==> config.mk <==
export PLATFORM = sky130hd
export DESIGN_NAME = dacwr_ctrl
export DESIGN_NICKNAME = d
export VERILOG_FILES = /design/src/rtl/dacwr_pkg.sv /design/src/rtl/dacwr_timer.sv /design/src/rtl/dacwr_shreg.sv /design/src/rtl/dacwr_ctrl.sv
export SDC_FILE = /design/constraint.sdc
export NUM_CORES = 1
export LEC_CHECK = 0
export ABC_CLOCK_PERIOD_IN_PS = 1400
export BUFFER_PORTS_ARGS = -buffer_cell sky130_fd_sc_hd__buf_2
export CAP_MARGIN = 0
export CORE_ASPECT_RATIO = 1.75
export CORE_MARGIN = 2
export CORE_UTILIZATION = 50
export CTS_CLUSTER_DIAMETER = 50
export DETAILED_ROUTE_END_ITERATION = 7
export PLACE_DENSITY = 0.77
export SLEW_MARGIN = 40
export SYNTH_ARGS = -nofsm -noshare
export SYNTH_HDL_FRONTEND = slang
export SYNTH_SLANG_ARGS = --single-unit
==> constraint.sdc <==
create_clock -name clk -period 1.4 [get_ports clk]
set_input_delay 0.28 -clock clk [delete_from_list [all_inputs] [get_ports clk]]
set_output_delay 0.28 -clock clk [all_outputs]
set_load 0.02 [all_outputs]
==> src/rtl/dacwr_pkg.sv <==
package dacwr_pkg;

  typedef enum logic [2:0] {
    ST_IDLE  = 3'd0,
    ST_GAP   = 3'd1,
    ST_LEAD  = 3'd2,
    ST_SHIFT = 3'd3,
    ST_TAIL  = 3'd4
  } wr_state_e;

  // Number of nanoseconds spanned by a count of system cycles.
  function automatic int span_ns(input int cycles, input int period_ns);
    return cycles * period_ns;
  endfunction

  // True when a count of system cycles covers a minimum duration.
  function automatic bit covers_ns(input int cycles, input int period_ns, input int min_ns);
    return span_ns(cycles, period_ns) >= min_ns;
  endfunction

  // Larger of two counts, used to size shared counters.
  function automatic int max2(input int a, input int b);
    return (a > b) ? a : b;
  endfunction

endpackage

==> src/rtl/dacwr_timer.sv <==
module dacwr_timer #(
  parameter int CNT_W = 4
) (
  input  logic             clk,
  input  logic             rst_n,
  input  logic             load,
  input  logic [CNT_W-1:0] load_val,
  output logic             done
);
  logic [CNT_W-1:0] cnt_q;

  always_ff @(posedge clk) begin
    if (!rst_n)              cnt_q <= '0;
    else if (load)           cnt_q <= load_val;
    else if (cnt_q != '0)    cnt_q <= cnt_q - 1'b1;
  end

  assign done = (cnt_q == '0);
endmodule

==> src/rtl/dacwr_shreg.sv <==
module dacwr_shreg #(
  parameter int W = 16
) (
  input  logic         clk,
  input  logic         rst_n,
  input  logic         load,
  input  logic [W-1:0] load_val,
  input  logic         shift,
  output logic         msb
);
  logic [W-1:0] sh_q;

  always_ff @(posedge clk) begin
    if (!rst_n)      sh_q <= '0;
    else if (load)   sh_q <= load_val;
    else if (shift)  sh_q <= {sh_q[W-2:0], 1'b0};
  end

  assign msb = sh_q[W-1];
endmodule

==> src/rtl/dacwr_ctrl.sv <==
module dacwr_ctrl #(
  parameter int CODE_W      = 12,
  parameter int MODE_W      = 2,
  parameter int PAD_W       = 2,
  parameter int SYS_NS      = 20,
  parameter int HALF_CYC    = 2,
  parameter int GAP_CYC     = 2,
  parameter int MIN_SCLK_NS = 50,
  parameter int MIN_GAP_NS  = 33
) (
  input  logic              clk,
  input  logic              rst_n,
  input  logic              req_valid,
  output logic              req_ready,
  input  logic [CODE_W-1:0] req_code,
  input  logic [MODE_W-1:0] req_mode,
  output logic              frm_n,
  output logic              ser_clk,
  output logic              ser_dat,
  output logic              busy
);
  import dacwr_pkg::*;

  localparam int FRAME_W = PAD_W + MODE_W + CODE_W;
  localparam int LONGEST = max2(HALF_CYC, GAP_CYC);
  localparam int CNT_W   = $clog2(LONGEST + 1);
  localparam int FCNT_W  = $clog2(FRAME_W + 1);
  localparam logic [CNT_W-1:0]  HALF_LD   = CNT_W'(HALF_CYC - 1);
  localparam logic [CNT_W-1:0]  GAP_LD    = CNT_W'(GAP_CYC - 1);
  localparam logic [FCNT_W-1:0] LAST_FALL = FCNT_W'(FRAME_W - 1);

  // Elaboration-time timing checks.
  if (HALF_CYC < 1 || GAP_CYC < 1) begin : g_bad_count
    $error("dacwr_ctrl: HALF_CYC and GAP_CYC must be at least 1");
  end
  if (!covers_ns(2 * HALF_CYC, SYS_NS, MIN_SCLK_NS)) begin : g_bad_sclk
    $error("dacwr_ctrl: serial clock period below minimum");
  end
  if (!covers_ns(GAP_CYC, SYS_NS, MIN_GAP_NS)) begin : g_bad_gap
    $error("dacwr_ctrl: frame-select high time below minimum");
  end

  wr_state_e         state_q;
  logic              frm_q, sclk_q, dat_q;
  logic [FCNT_W-1:0] fall_cnt_q;

  // Named internal events, also seen by the checker.
  logic accept, tmr_done, gap_end, rise_evt, fall_evt, last_fall, tail_end;
  logic tmr_load, sh_msb;
  logic [CNT_W-1:0]   tmr_val;
  logic [FRAME_W-1:0] frame_word;

  assign req_ready  = (state_q == ST_IDLE);
  assign accept     = req_valid && req_ready;
  assign frame_word = {{PAD_W{1'b0}}, req_mode, req_code};

  assign gap_end   = (state_q == ST_GAP)   && tmr_done;
  assign rise_evt  = ((state_q == ST_LEAD) && tmr_done) ||
                     ((state_q == ST_SHIFT) && tmr_done && !sclk_q);
  assign fall_evt  = (state_q == ST_SHIFT) && tmr_done && sclk_q;
  assign last_fall = fall_evt && (fall_cnt_q == LAST_FALL);
  assign tail_end  = (state_q == ST_TAIL)  && tmr_done;

  assign tmr_load = accept || gap_end || rise_evt || fall_evt;
  assign tmr_val  = accept ? GAP_LD : HALF_LD;

  dacwr_timer #(.CNT_W(CNT_W)) u_timer (
    .clk      (clk),
    .rst_n    (rst_n),
    .load     (tmr_load),
    .load_val (tmr_val),
    .done     (tmr_done)
  );

  dacwr_shreg #(.W(FRAME_W)) u_shreg (
    .clk      (clk),
    .rst_n    (rst_n),
    .load     (accept),
    .load_val (frame_word),
    .shift    (rise_evt),
    .msb      (sh_msb)
  );

  always_ff @(posedge clk) begin
    if (!rst_n) begin
      state_q    <= ST_IDLE;
      frm_q      <= 1'b0;
      sclk_q     <= 1'b0;
      dat_q      <= 1'b0;
      fall_cnt_q <= '0;
    end else begin
      if (accept) begin
        state_q    <= ST_GAP;
        frm_q      <= 1'b1;
        fall_cnt_q <= '0;
      end
      if (gap_end) begin
        state_q <= ST_LEAD;
        frm_q   <= 1'b0;
      end
      if (rise_evt) begin
        state_q <= ST_SHIFT;
        sclk_q  <= 1'b1;
        dat_q   <= sh_msb;
      end
      if (fall_evt) begin
        sclk_q     <= 1'b0;
        fall_cnt_q <= fall_cnt_q + 1'b1;
      end
      if (last_fall) state_q <= ST_TAIL;
      if (tail_end) begin
        state_q <= ST_IDLE;
        dat_q   <= 1'b0;
      end
    end
  end

  assign frm_n   = frm_q;
  assign ser_clk = sclk_q;
  assign ser_dat = dat_q;
  assign busy    = (state_q != ST_IDLE);
endmodule

Word-level counts from Yosys, hierarchy flattened
Index checks and enable logic that the tools add are counted.
{ "totals": {"ff_bits": 29, "in_bits": 17, "out_inout_bits": 5, "elab_cells": 56} }
{ "classes": {"n_addsub": 2, "n_eq_ne": 5, "muxes": 10, "n_bitwise": 1, "n_reduce_logical": 28} }
{ "op_table": {"columns": ["op", "count"], "rows": [
  ["14-bit 2-to-1 mux", 2],
  ["3-bit 2-to-1 mux", 4],
  ["5-bit 2-to-1 mux", 2],
  ["2-bit OR reduction", 5],
  ["1-bit logical AND", 8],
  ["2-bit nonzero test", 4],
  ["3-bit by 2-bit == test with 1-bit output, second input constant", 2],
  ["3-bit nonzero test", 2],
  ["5-bit by 1-bit adder with 5-bit output, second input constant", 1],
  ["5-bit by 4-bit == test with 1-bit output, second input constant", 1],
  ["1-bit logical OR", 4],
  ["4-bit nonzero test", 1],
  ["3-bit by 1-bit == test with 1-bit output, second input constant", 1],
  ["3-bit == test, second input constant", 1],
  ["3-bit zero test", 1],
  ["3-bit OR reduction", 1],
  ["2-bit zero test", 1],
  ["1-bit 2-to-1 mux", 2],
  ["2-bit by 1-bit subtractor with 2-bit output, second input constant", 1],
  ["1-bit zero test", 1],
  ["1-bit NOT", 1]
]} }

Longest topological paths before layout
Gate-level depths: netlist (run 1).
{ "depth": {"depth_word": 7, "mapped_depth": 8, "ltp_nobuf": 5} }

Hierarchy
Synthesis (run 1) repeated with hierarchy kept, for this count alone.
{ "unflattened": {"hier_cells": 158, "area_unflattened_um2": 1599.0} }
{ "modules_own_cells": {"columns": ["mod", "instances", "cells_each", "area_each_um2", "seq_area_each_um2"], "rows": [
  ["dacwr_shreg", 1, 70, 842.1, 320.3],
  ["dacwr_ctrl", 1, 75, 633.1, 220.2],
  ["dacwr_timer", 1, 13, 123.9, 40.0]
]} }

Worst setup path after synthesis (run 1)
Ideal clock, no wire load.
{ "synth_timing": {"path_kind": "register to output", "start": "register state_q[1]", "end": "output port busy", "t_arrival_ps": 1293, "t_required_ps": 1120, "path_slack_ps": -173, "stages_incl_launch_ff": 4, "n_path_buf": 1, "cell_sequence": "dfxtp_1 > buf_4 > nor3_1 > inv_1"} }
{ "synth_via": {"elab_chain_len": 1} }
{ "synth_lines": {"columns": ["item", "line_no", "rtl"], "rows": [
  ["from (decl)", "dacwr_ctrl.sv:43", "wr_state_e state_q;"],
  ["from (signal assigned)", "dacwr_ctrl.sv:86", "state_q <= ST_IDLE;"],
  ["from (signal assigned)", "dacwr_ctrl.sv:93", "state_q <= ST_GAP;"],
  ["from (signal assigned)", "dacwr_ctrl.sv:98", "state_q <= ST_LEAD;"],
  ["3-bit nonzero test", "dacwr_ctrl.sv:121", "assign busy = (state_q != ST_IDLE);"],
  ["to (decl)", "dacwr_ctrl.sv:20", "output logic busy"]
]} }
Every way passes these cells.

Worst setup path in the final report (run 1)
Ends and elaborated chain as after synthesis.

==> results.txt, run 1 <==
most frequent cells in the layout -> 24 x dfxtp_1, 20 x buf_4, 20 x buf_2
part of the power in registers -> 36.8%
EDFF count, synth -> 0
PnR worst setup slack -> -0.0381 ns
Leak -> 0.000774 uW
Iter 0 DRT Violations -> 40
final setup fails -> 5
CP dominant cell by count -> buf_6
Clk pwr share -> 27.1%
failing checks -> negative setup slack
crit-path cells -> buf_6, buf_6, nor3_4, inv_1, buf_6
largest family of logic cells by synthesized area -> compound AO/OA/AOI/OAI gates
final RePlAce weighted congestion -> 0.847
Final TNS setup -> -0.0775 ns
fin area -> 1900 um2
clock buffer depth -> 2
top post-synthesis cells by area -> dfxtp_1 40%, a211oi_1 6.3%, nor3_1 4.5%
post-synth top area cell -> dfxtp_1
Final Max Slew Viols -> 0
layout cell share with drive strength beyond 1 -> 35.3%
DR vias -> 1466
Final Hold Viols -> 0
Initial Utilization -> 52.9%
Top Ports -> 22
Worst slew margin -> 78.4%
die width -> 44.6 um
core area -> 2720 um2
CTS Hold Bufs -> 0
dpl cells -> 221
Peak supply drop -> 915 uV
register bit total from synthesis -> 29
Worst-Margin Slew -> 0.322 ns
Synth Area per Inst -> 8.52 um2
Total Routing Usage GR -> 25.1%
sequential fraction of the synthesis area -> 40.3%
adder-cell share of the synthesized area -> 2.61%
Data arrival, critical path -> 1.16 ns
dpl cell area -> 1660 um2
Final Core Density -> 69.8%
Crit Path Max Fanout -> 4
Layout Skew -> 0.00896 ns
Net Sw Frac -> 34.2%
H-Tree Depth -> 2
Die ar. -> 3340 um2
WL/cell -> 15.7 um
Psw -> 974 uW
post-synthesis mux area share -> 0%
vias in the first global route -> 1372
total congestion overflow -> 0
status -> finished with violations
Syn Inst Count -> 169
Post-Synth Simple-Gate Area -> 19.7%
Worst path max stage delay -> 0.33 ns
first-pass GRT wire length -> 6100 um
Async SR Flop Fraction -> 0%
DRT Pass-1 Iters -> 4
initial antenna violation count -> 0
n_diodes -> 0
DR vias/cell -> 6.26
Finished Layout Cells -> 234
kind of end point of the critical path -> output port
DRC errors left -> 0
post-detail-place hpwl -> 2490 um
Worst-path clk slew -> 0.07 ns
Die H -> 75.0 um
Port Buf Inserts -> 21
hold_ws -> 0.237 ns
Syn Nets -> 189
# rows -> 25
Layout area overhead -> 31.9%
Clock Latency Late Sink -> 0.29 ns
number of CTS-inserted buffers -> 5
clk sinks -> 29
CP startpoint kind -> flop
RSZ-0062 raised after global routing -> true
most common cell after layout, fill and taps aside -> dfxtp_1
Root Driver -> clkbuf_8
Final #Nets -> 226
synthesized area -> 1440 um2
CTS tree -> yes
Internal Dissipation -> 1870 uW
critical path type -> reg -> out
post-route ant nets -> 0
P per Cell Area -> 1500 nW/um2
largest net degree at the start of global routing -> 21
Synth Area in Compound Gates -> 29.2%
Top FF cell, synth -> dfxtp_1
Synth warnings -> 0
period utilization -> 103%
Detailed Route WL -> 3680 um
CP required -> 1.12 ns
Max-Cap Viols -> 0
post-layout min period -> 1.44 ns
Yosys cell types -> 39
Hold Path Class -> in -> reg
Post-Synth XOR/XNOR Area -> 0.608%
combinational power share -> 36.1%
Yosys top cell area share -> 40.3%
Slowest-stage cell, CP -> dfxtp_2
Achievable Freq -> 695 MHz
## critical path: cells and delay by family (launching register included)
kind / cells / cell delay (ns)
AND/OR/NAND/NOR: 1 / 0.11
buffers and inverters: 4 / 0.43
flip-flops: 1 / 0.33
## cell usage after synthesis (2+ instances only)
| library cell | n |
|---|---|
| a211oi_1 | 12 |
| a21o_1 | 2 |
| a21oi_1 | 12 |
| a31oi_1 | 4 |
| a32oi_1 | 2 |
| buf_2 | 6 |
| buf_4 | 4 |
| clkbuf_1 | 6 |
| dfxtp_1 | 29 |
| ha_1 | 3 |
| inv_1 | 7 |
| nand2_1 | 4 |
| nand3_1 | 5 |
| nand4b_1 | 2 |
| nor2_1 | 14 |
| nor3_1 | 13 |
| o211ai_1 | 7 |
| o21ai_0 | 6 |
| o21ai_1 | 10 |
| o21bai_1 | 2 |
## metrics by stage
step / power, uW / setup slack, ns
after global placement: 1880 / 0.00431
after detailed placement: 1920 / -0.0436
after global routing: 3010 / -0.0845
final: 2850 / -0.0381
after CTS: 2800 / -0.0235
after floorplan: 1680 / 0.00175
## cells by family (layout without fill, tap and decap cells)
group                      after synthesis  after routing
buffers and inverters                   23             61
DFF                                     29             29
xor gates and xnor gates                 1              1
adders and majority gates                3              3
AOI/OAI and AO/OA                       63             63
and+or+nand+nor                         50             50
## power by group through the flow
stage | registers [uW] | logic, uW | clock network, uW
after floorplan | 1060 | 628 | 0
after detailed placement | 1060 | 861 | 0
after global placement | 1050 | 827 | 0
final | 1050 | 1030 | 772
after CTS | 1050 | 982 | 777
after global routing | 1060 | 1130 | 812
## final cells by class
| class | count | area, um2 |
|---|---|---|
| sequential | 29 | 587 |
| clock inverter | 1 | 5.00 |
| clock buffer | 7 | 96.3 |
| inverter | 7 | 26.3 |
| fill | 218 | 822 |
| multi-input combinational | 117 | 833 |
| tap | 27 | 33.8 |
| timing repair buffer | 46 | 318 |
## state kept, by name (all words and copies together), names as in the netlist
signal / cells
frm_n: 1
ser_clk: 1
u_timer.cnt_q: 2
fall_cnt_q: 5
u_shreg.sh_q: 16
state_q: 3
ser_dat: 1
## metal layers
| layer | routed length (um) | global-route usage (%) | share of wire, % | vias to the layer above |
|---|---|---|---|---|
| met5 | 0 | 0 | 0 | - |
| met4 | 109 | 14.8 | 3.0 | 0 |
| met3 | 220 | 5.76 | 6.0 | 12 |
| met2 | 2000 | 44.6 | 54 | 61 |
| met1 | 1350 | 25.9 | 37 | 686 |
| li1 | - | - | - | 707 |
## final timing paths
check	from	endpoint	slack, ns	cells after the start
worst max register to register	state_q[0]	fall_cnt_q[3]	-0.02	4
worst max-delay path	state_q[1]	busy	-0.04	5
worst min-delay path	req_code[0]	u_shreg.sh_q[0]	0.24	3
worst min register to register	u_shreg.sh_q[14]	u_shreg.sh_q[15]	0.46	2
## what timing repair did
action / CTS / global route
pin swaps: 5 / 0
endpoints found under the setup margin: 18 / 25
gates cloned: 0 / 1
buffers inserted: 4 / 0
gates resized for setup: 16 / 8
Power figures use the tool's default switching activity.
==> run 2: changes to the inputs <==
--- a/config.mk
+++ b/config.mk
@@ -9,7 +9,7 @@
 export BUFFER_PORTS_ARGS = -buffer_cell sky130_fd_sc_hd__buf_2
 export CAP_MARGIN = 0
 export CORE_ASPECT_RATIO = 1.75
-export CORE_MARGIN = 2
+export CORE_MARGIN = 4
 export CORE_UTILIZATION = 50
 export CTS_CLUSTER_DIAMETER = 50
 export DETAILED_ROUTE_END_ITERATION = 7
==> run 2 against run 1 <==
The flow still finishes with violations (negative setup slack); critical path type is now reg -> reg; largest cell class unchanged; sequential share of layout area is 0.23 points higher; maximum frequency is 1.1% lower; power shrank 3.7%.
==> results.txt, run 2 (synthesized netlist as in run 1, its figures left out) <==
DRC errors left -> 0 (unchanged)
Root Driver -> clkbuf_8 (unchanged)
CTS Hold Bufs -> 0 (unchanged)
dpl cells -> 224 (was 221)
status -> finished with violations (unchanged)
Final #Nets -> 227 (was 226)
kind of end point of the critical path -> flop (was output port)
DRT Pass-1 Iters -> 4 (unchanged)
# rows -> 25 (unchanged)
failing checks -> negative setup slack (unchanged)
total congestion overflow -> 0 (unchanged)
Largest Register -> u_shreg.sh_q (unchanged)
clock buffer depth -> 2 (unchanged)
Final Hold Viols -> 0 (unchanged)
initial antenna violation count -> 0 (unchanged)
largest net degree at the start of global routing -> 21 (unchanged)
pre-CTS setup slack -> -0.0346 ns (was -0.0436 ns)
n_diodes -> 0 (unchanged)
Crit Path Max Fanout -> 7 (was 4)
RSZ-0062 raised after global routing -> true (unchanged)
Slowest-stage cell, CP -> nor4b_2 (was dfxtp_2)
Achievable Freq -> 688 MHz (was 695 MHz)
CP startpoint kind -> flop (unchanged)
Peak supply drop -> 950 uV (was 915 uV)
post-layout min period -> 1.45 ns (was 1.44 ns)
Top Ports -> 22 (unchanged)
Finished Layout Cells -> 234 (unchanged)
hold_ws -> 0.241 ns (was 0.237 ns)
vias in the first global route -> 1497 (was 1372)
period utilization -> 104% (was 103%)
combinational power share -> 37.1% (was 36.1%)
Layout Skew -> 0.00349 ns (was 0.00896 ns)
part of the power in registers -> 38.4% (was 36.8%)
Detailed Route WL -> 3700 um (was 3680 um)
Worst path top cell family by delay -> buffers and inverters (unchanged)
Largest register FFs -> 16 (unchanged)
Hold Path Class -> in -> reg (unchanged)
PnR worst setup slack -> -0.0536 ns (was -0.0381 ns)
final setup fails -> 9 (was 5)
post-route ant nets -> 0 (unchanged)
Total Routing Usage GR -> 19.5% (was 25.1%)
Worst path max stage delay -> 0.34 ns (was 0.33 ns)
layout cell share with drive strength beyond 1 -> 36.2% (was 35.3%)
Worst-Margin Slew -> 0.320 ns (was 0.322 ns)
most common cell after layout, fill and taps aside -> dfxtp_1 (unchanged)
fillers -> 222 (was 218)
most frequent cells in the layout -> 22 x dfxtp_1, 21 x buf_2, 20 x buf_4 (was 24 x dfxtp_1, 20 x buf_4, 20 x buf_2)
Max-Cap Viols -> 0 (unchanged)
clk sinks -> 29 (unchanged)
Die H -> 79.0 um (was 75.0 um)
Clock Latency Late Sink -> 0.28 ns (was 0.29 ns)
Pwr Total -> 2740 uW (was 2850 uW)
H-Tree Depth -> 2 (unchanged)
CTS tree -> yes (unchanged)
CP required -> 1.59 ns (was 1.12 ns)
Port Buf Inserts -> 21 (unchanged)
die width -> 48.6 um (was 44.6 um)
Psw -> 930 uW (was 974 uW)
Worst-path clk slew -> 0.06 ns (was 0.07 ns)
Initial Utilization -> 52.9% (unchanged)
DR vias/cell -> 6.16 (was 6.26)
Layout area overhead -> 31.5% (was 31.9%)
core area -> 2720 um2 (unchanged)
Internal Dissipation -> 1810 uW (was 1870 uW)
Data arrival, critical path -> 1.64 ns (was 1.16 ns)
Leak -> 0.000776 uW (was 0.000774 uW)
first-pass GRT wire length -> 6210 um (was 6100 um)
Clk pwr share -> 24.6% (was 27.1%)
number of CTS-inserted buffers -> 5 (unchanged)
critical path type -> reg -> reg (was reg -> out)
P per Cell Area -> 1450 nW/um2 (was 1500 nW/um2)
Die ar. -> 3840 um2 (was 3340 um2)
post-detail-place hpwl -> 2630 um (was 2490 um)
Net Sw Frac -> 33.9% (was 34.2%)
WL/cell -> 15.8 um (was 15.7 um)
largest registers -> u_shreg.sh_q (16), fall_cnt_q (5), state_q (3) (unchanged)
crit-path cells -> buf_4, nor4b_2, buf_2, nor2_1, a211oi_1 (was buf_6, buf_6, nor3_4, inv_1, buf_6)
Final Max Slew Viols -> 0 (unchanged)
DR vias -> 1442 (was 1466)
Worst slew margin -> 78.6% (was 78.4%)
Buf+Inv Stages, Crit Path -> 2 (was 4)
Iter 0 DRT Violations -> 32 (was 40)
final RePlAce weighted congestion -> 0.829 (was 0.847)
run 2: cell count changes in the layout (fill, tap and decap cells not counted), sizes merged:
| cell | delta |
|---|---|
| buf | +1 |
| clkinv | -1 |
run 2: worst min-delay path, stage by stage:
cell	delay, ns
buf_2	0.09
nand2_1	0.04
a21oi_1	0.05
run 2: routing by layer:
layer  wire length, um  track usage [%]  vias up  share of wire, %
met3               152             3.56        8               4.1
met4                69             7.28        0               1.9
met2              2010             38.1       36                54
met1              1460             19.8      691                40
met5                 0                0        -                 0
li1                  -                -      707                 -
run 2: repair_timing:
item                       CTS  global route
gates cloned                 0             1
pin swaps                    2             2
gates resized for setup     11            14
setup buffers                1             1
setup endpoints to repair   12            24
run 2: path summary, 6_finish.rpt:
kind                    start               end  cells past startpoint  slack [ns]
max                state_q[1]  u_shreg.sh_q[11]                      5       -0.05
min               req_code[0]   u_shreg.sh_q[0]                      3        0.24
max reg2reg        state_q[1]  u_shreg.sh_q[11]                      5       -0.05
min reg2reg  u_shreg.sh_q[15]           ser_dat                      2        0.47
run 2: cell type report:
class / count / area (um2) / share of cell area, %
inverters: 7 / 26.3 / 1.39
repair buffers: 47 / 323 / 17.1
flip-flops and latches: 29 / 589 / 31.1
well taps: 27 / 33.8 / 1.78
clock buffers: 7 / 86.3 / 4.56
multi-input cells: 117 / 835 / 44.1
run 2: metrics by stage:
stage	area (um2)	util (%)	setup TNS [ns]
5_1_grt	1890	69.6	-1.56
3_5_place_dp	1680	61.8	-0.0562
6_report	1890	69.6	-0.293
2_1_floorplan	1470	-	0
3_3_place_gp	1680	61.8	0
4_1_cts	1830	67.3	-0.0545
run 2: power groups by stage:
stage	Combinational (uW)	Sequential, uW	Clock [uW]
2_1_floorplan	628	1060	0
3_3_place_gp	843	1050	0
3_5_place_dp	881	1060	0
4_1_cts	923	1040	685
5_1_grt	1120	1070	722
6_report	1020	1050	673
